==> src/rtl/piso_pkg.sv <==
package piso_pkg;
    typedef struct packed {
        logic ser;
        logic ck_b;
        logic ck_a;
        logic ld_n;
    } piso_ctrl_t;

    localparam int unsigned CTRL_W = $bits(piso_ctrl_t);
endpackage

==> src/rtl/piso_sync.sv <==
module piso_sync #(
    parameter int unsigned WIDTH = 12,
    parameter int unsigned DEPTH = 2
) (
    input  logic             clk,
    input  logic             rst_n,
    input  logic [WIDTH-1:0] async_in,
    output logic [WIDTH-1:0] sync_out
);
    typedef struct packed {
        logic [DEPTH-1:0][WIDTH-1:0] pipe;
    } sync_state_t;

    sync_state_t st_d, st_q;

    always_comb begin
        st_d = st_q;
        st_d.pipe[0] = async_in;
        for (int i = 1; i < int'(DEPTH); i++) begin
            st_d.pipe[i] = st_q.pipe[i-1];
        end
    end

    always_ff @(posedge clk) begin
        if (!rst_n) st_q <= '0;
        else        st_q <= st_d;
    end

    assign sync_out = st_q.pipe[DEPTH-1];
endmodule

==> src/rtl/piso_clkgate.sv <==
module piso_clkgate (
    input  logic clk,
    input  logic rst_n,
    input  logic ck_a,
    input  logic ck_b,
    output logic rise
);
    typedef struct packed {
        logic eff;
    } gate_state_t;

    gate_state_t st_d, st_q;
    logic        eff_now;

    always_comb begin
        eff_now  = ck_a | ck_b;
        st_d     = st_q;
        st_d.eff = eff_now;
    end

    always_ff @(posedge clk) begin
        if (!rst_n) st_q <= '0;
        else        st_q <= st_d;
    end

    assign rise = eff_now & ~st_q.eff;


    inhibit_b_chk: assert property (@(posedge clk) disable iff (!rst_n)
        (ck_b && $past(ck_b)) |-> !rise);

    inhibit_a_chk: assert property (@(posedge clk) disable iff (!rst_n)
        (ck_a && $past(ck_a)) |-> !rise);

    hazard_edge_chk: assert property (@(posedge clk) disable iff (!rst_n)
        (ck_b && !$past(ck_b) && !ck_a && !$past(ck_a)) |-> rise);
endmodule

==> src/rtl/piso_stages.sv <==
module piso_stages #(
    parameter int unsigned STAGES = 8
) (
    input  logic              clk,
    input  logic              rst_n,
    input  logic              load_n,
    input  logic              shift_en,
    input  logic              ser,
    input  logic [STAGES-1:0] par,
    output logic [STAGES-1:0] stage_q
);
    typedef struct packed {
        logic [STAGES-1:0] stage;
    } reg_state_t;

    reg_state_t st_d, st_q;

    always_comb begin
        st_d = st_q;
        if (!load_n) begin
            st_d.stage = par;
        end else if (shift_en) begin
            st_d.stage = {st_q.stage[STAGES-2:0], ser};
        end
    end

    always_ff @(posedge clk) begin
        if (!rst_n) st_q <= '0;
        else        st_q <= st_d;
    end

    assign stage_q = st_q.stage;


    load_chk: assert property (@(posedge clk) disable iff (!rst_n)
        !load_n |=> stage_q == $past(par));

    shift_chk: assert property (@(posedge clk) disable iff (!rst_n)
        (load_n && shift_en) |=> stage_q == {$past(stage_q[STAGES-2:0]), $past(ser)});

    hold_chk: assert property (@(posedge clk) disable iff (!rst_n)
        (load_n && !shift_en) |=> $stable(stage_q));
endmodule

==> src/rtl/piso_shift8.sv <==
module piso_shift8 #(
    parameter int unsigned STAGES     = 8,
    parameter int unsigned SYNC_DEPTH = 2
) (
    input  logic              clk,
    input  logic              rst_n,
    input  logic              ld_n,
    input  logic              clk_a,
    input  logic              clk_b,
    input  logic              ser_in,
    input  logic [STAGES-1:0] par_in,
    output logic              q_out,
    output logic              q_out_n
);
    import piso_pkg::*;

    localparam int unsigned BUS_W = STAGES + CTRL_W;

    logic [BUS_W-1:0]  raw_bus;
    logic [BUS_W-1:0]  sync_bus;
    piso_ctrl_t        ctrl_s;
    logic [STAGES-1:0] par_s;
    logic              rise;
    logic [STAGES-1:0] stage_q;

    assign raw_bus = {par_in, ser_in, clk_b, clk_a, ld_n};

    piso_sync #(.WIDTH(BUS_W), .DEPTH(SYNC_DEPTH)) u_sync (
        .clk      (clk),
        .rst_n    (rst_n),
        .async_in (raw_bus),
        .sync_out (sync_bus)
    );

    assign ctrl_s = piso_ctrl_t'(sync_bus[CTRL_W-1:0]);
    assign par_s  = sync_bus[BUS_W-1:CTRL_W];

    piso_clkgate u_gate (
        .clk   (clk),
        .rst_n (rst_n),
        .ck_a  (ctrl_s.ck_a),
        .ck_b  (ctrl_s.ck_b),
        .rise  (rise)
    );

    piso_stages #(.STAGES(STAGES)) u_stages (
        .clk      (clk),
        .rst_n    (rst_n),
        .load_n   (ctrl_s.ld_n),
        .shift_en (rise),
        .ser      (ctrl_s.ser),
        .par      (par_s),
        .stage_q  (stage_q)
    );

    assign q_out   = stage_q[STAGES-1];
    assign q_out_n = ~stage_q[STAGES-1];


    compl_out_chk: assert property (@(posedge clk) disable iff (!rst_n)
        q_out != q_out_n);

    reset_clear_chk: assert property (@(posedge clk)
        $rose(rst_n) |-> !q_out);
endmodule

==> config.mk <==
export PLATFORM = sky130hd
export DESIGN_NAME = piso_shift8
export DESIGN_NICKNAME = d
export VERILOG_FILES = /design/src/rtl/piso_pkg.sv /design/src/rtl/piso_sync.sv /design/src/rtl/piso_clkgate.sv /design/src/rtl/piso_stages.sv /design/src/rtl/piso_shift8.sv
export SDC_FILE = /design/constraint.sdc
export NUM_CORES = 1
export LEC_CHECK = 0
export ABC_CLOCK_PERIOD_IN_PS = 1200
export CELL_PAD_IN_SITES_DETAIL_PLACEMENT = 1
export CELL_PAD_IN_SITES_GLOBAL_PLACEMENT = 2
export CORE_UTILIZATION = 32
export DETAILED_ROUTE_END_ITERATION = 8
export MAX_ROUTING_LAYER = met4
export PLACE_DENSITY_LB_ADDON = 0.15
export RECOVER_POWER = 25
export SETUP_SLACK_MARGIN = 0.5
export SLEW_MARGIN = 10
export SYNTH_ARGS = -nofsm -noshare
export SYNTH_HDL_FRONTEND = slang
export SYNTH_SLANG_ARGS = --single-unit
==> constraint.sdc <==
create_clock -name clk -period 1.2 [get_ports clk]
set_input_delay 0.12 -clock clk [delete_from_list [all_inputs] [get_ports clk]]
set_output_delay 0.12 -clock clk [all_outputs]
set_load 0.1 [all_outputs]
==> run_results.csv, run 1 <==
group,metric,value,unit
pwr,p_leak,0.5163,nW
synth,syn_nets,112,
synth,synth_top_area_frac,0.6463,
synth,synth_common_cells,"dfxtp_1 (33), and2_1 (24), nand2_1 (16), a31oi_1 (8), o21ai_0 (8)",
pwr,vdd_drop_max,0.5513,mV
cts,ctsHoldBuffers,0,
drt,ant_nets,0,
synth,synth_area_leader_cell,"dfxtp_1",
synth,yosysMostFrequentCell,"dfxtp_1",
timing,finClkSkew,1.973,ps
synth,post_synth_num_cell_types,12,
worst_setup_path,critical_path_required,1080,ps
timing,rsz0062_at_grt,"true",
cts,worstSkewPairLatency,330,ps
global_routing,antenna_found_initial,0,
place,place.gp.congestion,0.6719,
cts,htreeDepth,2,
drt,wire_per_inst,9.787,um
global_routing,track_usage,0.1267,
finish,fin_nets,133,
worst_setup_path,crit_arrival,980,ps
floorplanning,die_h,58.52,um
place,io_buffers,15,
floorplanning,initial_core_util,0.3348,
cts,cts_tree,"done",
drt,drtPass1Iterations,3,
floorplanning,num_rows,20,
timing,setup_slack,101.4,ps
finish,finalNonFillerCells,164,
finish,num_antenna_cells,0,
timing,worst_slew_pin_slew,358.7,ps
place,post-place-ws,-80.68,ps
min_path,min_path_type,"primary input to flop",
floorplanning,core_area,3053,um^2
synth,ys_warn_count,0,
timing,min_period,1099,ps
worst_setup_path,crit_path_end_kind,"output pin",
cts,clk_pin_slew,100,ps
synth,ys_top_cells_by_area,"dfxtp_1 (65%), and2_1 (15%), nand2_1 (5.9%)",
timing,slew_viol_final,0,
synth,synth_edf_count,0,
timing,slew_headroom,0.7609,
global_routing,grt_pass1_wl,2960,um
cts,numCtsBuffers,5,
synth,seq_area_frac_synth,0.6463,
place,dp_cells,156,
synth,synthArstFlopShare,0,
timing,timing.fmax,910.2,MHz
pwr,pwr-share-comb,0.075,
synth,synth_flop_cell,"dfxtp_1",
timing,hold_slack,351.0,ps
drt,vias,697,
finish,fin_util,0.4484,
drt,drc_errors,0,
pwr,p_switching,465.3,uW
global_routing,grt_pass1_vias,692,
cts,clk_path_buf_depth,2,
pwr,clkPwrFrac,0.394,
worst_setup_path,start_kind,"flop",
drt,avgViaCountPerCell,4.250,
synth,synth_cells,98,
cts,cts_setup_buffers,0,
worst_setup_path,setup.worst_path.class,"flop to output pin",
floorplanning,fp.dieW,58.52,um
finish,fillers,347,
cts,cts_root_buf,"clkbuf_4",
timing,hold_viol,0,
place,hpwl,1145,um
run,cap_violations,0,
pwr,pwr_density_cell,1605,nW/um^2
floorplanning,pin_count,16,
synth,synth_seq_cells,33,
pwr,swShare,0.2118,
timing,post-route-period-util,0.9155,
cts,cts_sinks,33,
worst_setup_path,crit_fanout,3,
finish,drive_above_1_share,0.2000,
global_routing,overflow,0,
synth,avgSynthCellArea,10.43,um^2
timing,finalSetupTns,0,ps
timing,setup_viol,0,
pwr,pwr-share-seq,0.532,
run_status,status,"complete, no violations",
synth,syn_area,1022,um^2
drt,drt_wl_total,1605,um
pwr,p_int,1.731,mW
finish,areaGrowthSynthToFinish,33.90,%
global_routing,grt_max_degree,13,
drt,drt_iter0_drc,17,
floorplanning,design.die.area,3425,um^2
through the flow:
step,cell area (um^2),power [mW]
floorplan,1037,1.281
global placement,1264,1.354
detailed placement,1264,1.361
CTS,1366,2.237
global route,1369,2.307
finish,1369,2.197
routing by layer:
| layer | wire (um) | up-vias | global-route usage |
|---|---|---|---|
| met3 | 70 | 8 | 0.04615 |
| met4 | 59 | 0 | 0.1020 |
| li1 | - | 360 | - |
| met5 | 0 | - | - |
| met1 | 770 | 311 | 0.1364 |
| met2 | 705 | 18 | 0.1872 |
flip-flops by register name, summed over array words and instances (netlist names):
register / flops
u_gate.st_q: 1
u_stages.stage_q: 8
u_sync.st_d: 12
u_sync.sync_out: 12
final timing paths:
kind                                           from             endpoint  slack [ps]  cells past startpoint
worst min register to register      u_sync.st_d[14]   u_sync.sync_out[2]         440                      1
worst max-delay path            u_stages.stage_q[7]              q_out_n         100                      2
worst max register to register          u_gate.st_q  u_stages.stage_q[0]         280                      3
worst min-delay path                          rst_n  u_stages.stage_q[6]         350                      3
power by group through the flow:
stage	sequential (mW)	clock, mW	combinational, mW
final	1.17	0.864	0.164
after global routing	1.17	0.950	0.183
after detailed placement	1.19	0	0.167
after global placement	1.19	0	0.162
after CTS	1.17	0.898	0.170
after floorplan	1.20	0	0.0844
worst max-delay path, cell delays in order (launching register included):
cell and delay (ps):
dfxtp_4 390, clkinvlp_4 90, buf_12 170
final cells by class:
type | instances | area, um^2 | share of cell area
Tap cell | 44 | 55.05 | 0.04022
Clock buffer | 6 | 51.30 | 0.03748
Sequential cell | 33 | 674.4 | 0.4927
Multi-Input combinational cell | 59 | 352.8 | 0.2578
Timing Repair Buffer | 19 | 191.4 | 0.1399
Clock inverter | 2 | 36.28 | 0.02651
Inverter | 1 | 7.507 | 0.005484
cell families (layout without fill, tap and decap cells):
group	count (synthesis)	count (layout)	share of synthesized area
AO/OA/AOI/OAI	19	19	0.1163
buffers and inverters	6	28	0.03182
flip-flops	33	33	0.6463
AND/OR/NAND/NOR	40	40	0.2056
placed cells by master (no fill, tap or decap), drive strengths merged:
master         instances
clkinvlp               1
and2                  24
o21a                   1
nand2                 16
a31oi                  8
o21ba                  1
o21bai                 1
dfxtp                 33
clkdlybuf4s50         12
clkbuf                 8
o21ai                  8
inv                    1
buf                    4
dlygate4sd2            1
bufinv                 1
timing repair:
item	CTS	global route
resized for setup	7	4
setup endpoints to repair	35	10
pin swaps	14	6
No activity file was read; power rests on OpenSTA's default activity.
==> inputs of run 2 (changes only) <==
--- a/config.mk
+++ b/config.mk
@@ -5,13 +5,14 @@
 export SDC_FILE = /design/constraint.sdc
 export NUM_CORES = 1
 export LEC_CHECK = 0
-export ABC_CLOCK_PERIOD_IN_PS = 1200
+export ABC_CLOCK_PERIOD_IN_PS = 900
+export CAP_MARGIN = 20
 export CELL_PAD_IN_SITES_DETAIL_PLACEMENT = 1
 export CELL_PAD_IN_SITES_GLOBAL_PLACEMENT = 2
-export CORE_UTILIZATION = 32
+export CORE_UTILIZATION = 29
 export DETAILED_ROUTE_END_ITERATION = 8
 export MAX_ROUTING_LAYER = met4
-export PLACE_DENSITY_LB_ADDON = 0.15
+export PLACE_DENSITY = 0.69
 export RECOVER_POWER = 25
 export SETUP_SLACK_MARGIN = 0.5
 export SLEW_MARGIN = 10
==> constraint.sdc (replaced) <==
create_clock -name clk -period 0.9 [get_ports clk]
set_input_delay 0.09 -clock clk [delete_from_list [all_inputs] [get_ports clk]]
set_output_delay 0.09 -clock clk [all_outputs]
set_load 0.1 [all_outputs]
==> run 2 against run 1 <==
Against the previous run:
- sequential share of layout area shrank 2.0 points
- critical endpoint unchanged
- largest cell class unchanged
- hold slack got worse by 360 ps
- the run now ends with hold timing, setup timing left
- die area grew 10%
==> run_results.csv, run 2 (same netlist as run 1, synthesis figures left out) <==
group,metric,value,unit
drt,drt_iter0_drc,10,
min_path,hold_depth,2,
cts,cts_sinks,33,
pwr,p_leak,0.5419,nW
worst_setup_path,critPathLaunch,"u_stages.stage_q[7]",
worst_setup_path,crit_path_end_kind,"output pin",
timing,timing.fmax,948.1,MHz
floorplanning,num_rows,21,
drt,drt_wl_total,1794,um
cts,htreeDepth,2,
floorplanning,fp.dieW,61.37,um
finish,drive_above_1_share,0.2645,
finish,final_cell_mix,"dfxtp_1 (27), and2_1 (19), clkdlybuf4s50_1 (11)",
worst_setup_path,worst-path-stages,2,
floorplanning,die_h,61.37,um
cts,ctsHoldBuffers,0,
global_routing,grt_pass1_vias,655,
drt,drc_errors,0,
drt,drtPass1Iterations,2,
run_status,status,"complete, but fails checks",
global_routing,antenna_found_initial,0,
worst_setup_path,r2r-end,"u_stages.stage_q[7]",
timing,rsz0062_at_grt,"true",
min_path,min_path_type,"primary input to flop",
worst_setup_path,crit_family,"flip-flops",
worst_setup_path,path_cells,"clkinvlp_4 -> buf_12",
worst_setup_path,max_stage_delay,390,ps
worst_setup_path,crit_fanout,3,
finish,final_common_cell,"dfxtp_1",
finish,fillers,398,
worst_setup_path,r2r-start,"u_gate.st_q",
floorplanning,core_area,3363,um^2
drt,ant_nets,0,
timing,setup_viol,10,
place,hpwl,1103,um
cts,cts_root_buf,"clkbuf_4",
min_path,holdCritStartpoint,"par_in[2]",
finish,fin_nets,134,
timing,min_period,1055,ps
cts,cts_tree,"done",
global_routing,grt_max_degree,18,
global_routing,overflow,0,
place,dp_cells,157,
timing,post-route-period-util,1.172,
worst_setup_path,setup.worst_path.class,"flop to output pin",
finish,num_antenna_cells,0,
floorplanning,pin_count,16,
drt,wire_per_inst,10.74,um
timing,slew_viol_final,0,
cts,numCtsBuffers,5,
global_routing,grt_use_met3,0.06303,
global_routing,gr-usage-met1,0.1417,
timing,worst_slew_pin_slew,518.2,ps
timing,slew_headroom,0.6545,
worst_setup_path,crit_arrival,960,ps
place,post-place-ws,-219.7,ps
min_path,whs_endpoint,"u_sync.st_d[18]",
drt,vias,690,
pwr,vdd_drop_max,0.8581,mV
worst_setup_path,critical_path_required,810,ps
global_routing,track_usage,0.1193,
floorplanning,design.die.area,3766,um^2
worst_setup_path,start_kind,"flop",
place,io_buffers,15,
cts,clk_path_buf_depth,2,
timing,hold_slack,-9.956,ps
worst_setup_path,r2r_slack,-40,ps
run_status,failed_checks,"hold timing, setup timing",
timing,finClkSkew,13.86,ps
finish,areaGrowthSynthToFinish,39.29,%
cts,worstSkewPairLatency,310,ps
global_routing,grt-busiest-layer,"met2",
worst_setup_path,rr_worst_depth,3,
timing,setup_slack,-154.7,ps
finish,finalNonFillerCells,167,
worst_setup_path,critPathBufInv,2,
floorplanning,initial_core_util,0.3039,
cts,clk_pin_slew,100,ps
pwr,pwr_density_cell,2059,nW/um^2
global_routing,grtUsageMet2,0.1693,
drt,avgViaCountPerCell,4.132,
global_routing,grt_pass1_wl,2987,um
timing,hold_viol,1,
run,cap_violations,0,
worst_setup_path,crit_slowest_cell,"dfxtp_4",
place,place.gp.congestion,0.6140,
-- run 2: repair_timing --
item / in CTS / in global routing
pin swaps: 20 / 12
setup buffers: 0 / 1
endpoints found under the setup margin: 35 / 27
cloned: 1 / 0
hold endpoints to repair: 0 / 1
gates resized for setup: 12 / 11
-- run 2: report_power, final --
| part | total [mW] | switching, mW | internal [mW] | leakage [nW] |
|---|---|---|---|---|
| Sequential | 1.56 | 0.0308 | 1.53 | 0.275 |
| Combinational | 0.253 | 0.112 | 0.141 | 0.221 |
| Clock | 1.12 | 0.457 | 0.664 | 0.0455 |
-- run 2: metrics by stage --
step / hold WS [ps] / cell area (um^2) / power (mW) / setup TNS (ps) / util
finish: -9.956 / 1424 / 2.931 / -389.3 / 0.4234
global route: -22.63 / 1424 / 3.098 / -962.1 / 0.4234
CTS: 192.9 / 1410 / 2.981 / -381.2 / 0.4193
detailed placement: 412.8 / 1285 / 1.826 / -3504 / 0.3821
global placement: 409.9 / 1285 / 1.816 / -2947 / 0.3821
floorplan: 217.3 / 1059 / 1.717 / -223.5 / -
-- run 2: final cells by class --
type	count	area, um^2	share of cell area
multi-input combinational	59	367.9	0.2583
tap	46	57.56	0.04042
inverter	1	7.507	0.005272
timing repair buffer	20	232.7	0.1634
clock inverter	1	30.03	0.02109
clock buffer	7	55.05	0.03866
sequential	33	673.1	0.4728
-- run 2: metal layers --
layer  wire, um  up-vias
li1           -      360
met4         14        0
met2        904       14
met1        815      314
met3         60        2
met5          0        -
-- run 2: how the worst max path moves through the flow --
stage / endpoint / slack, ps
detailed placement: u_stages.stage_q[7] / -220
finish: q_out_n / -150
floorplan: q_out_n / -220
CTS: q_out_n / -180
global route: q_out_n / -200
global placement: u_stages.stage_q[7] / -200
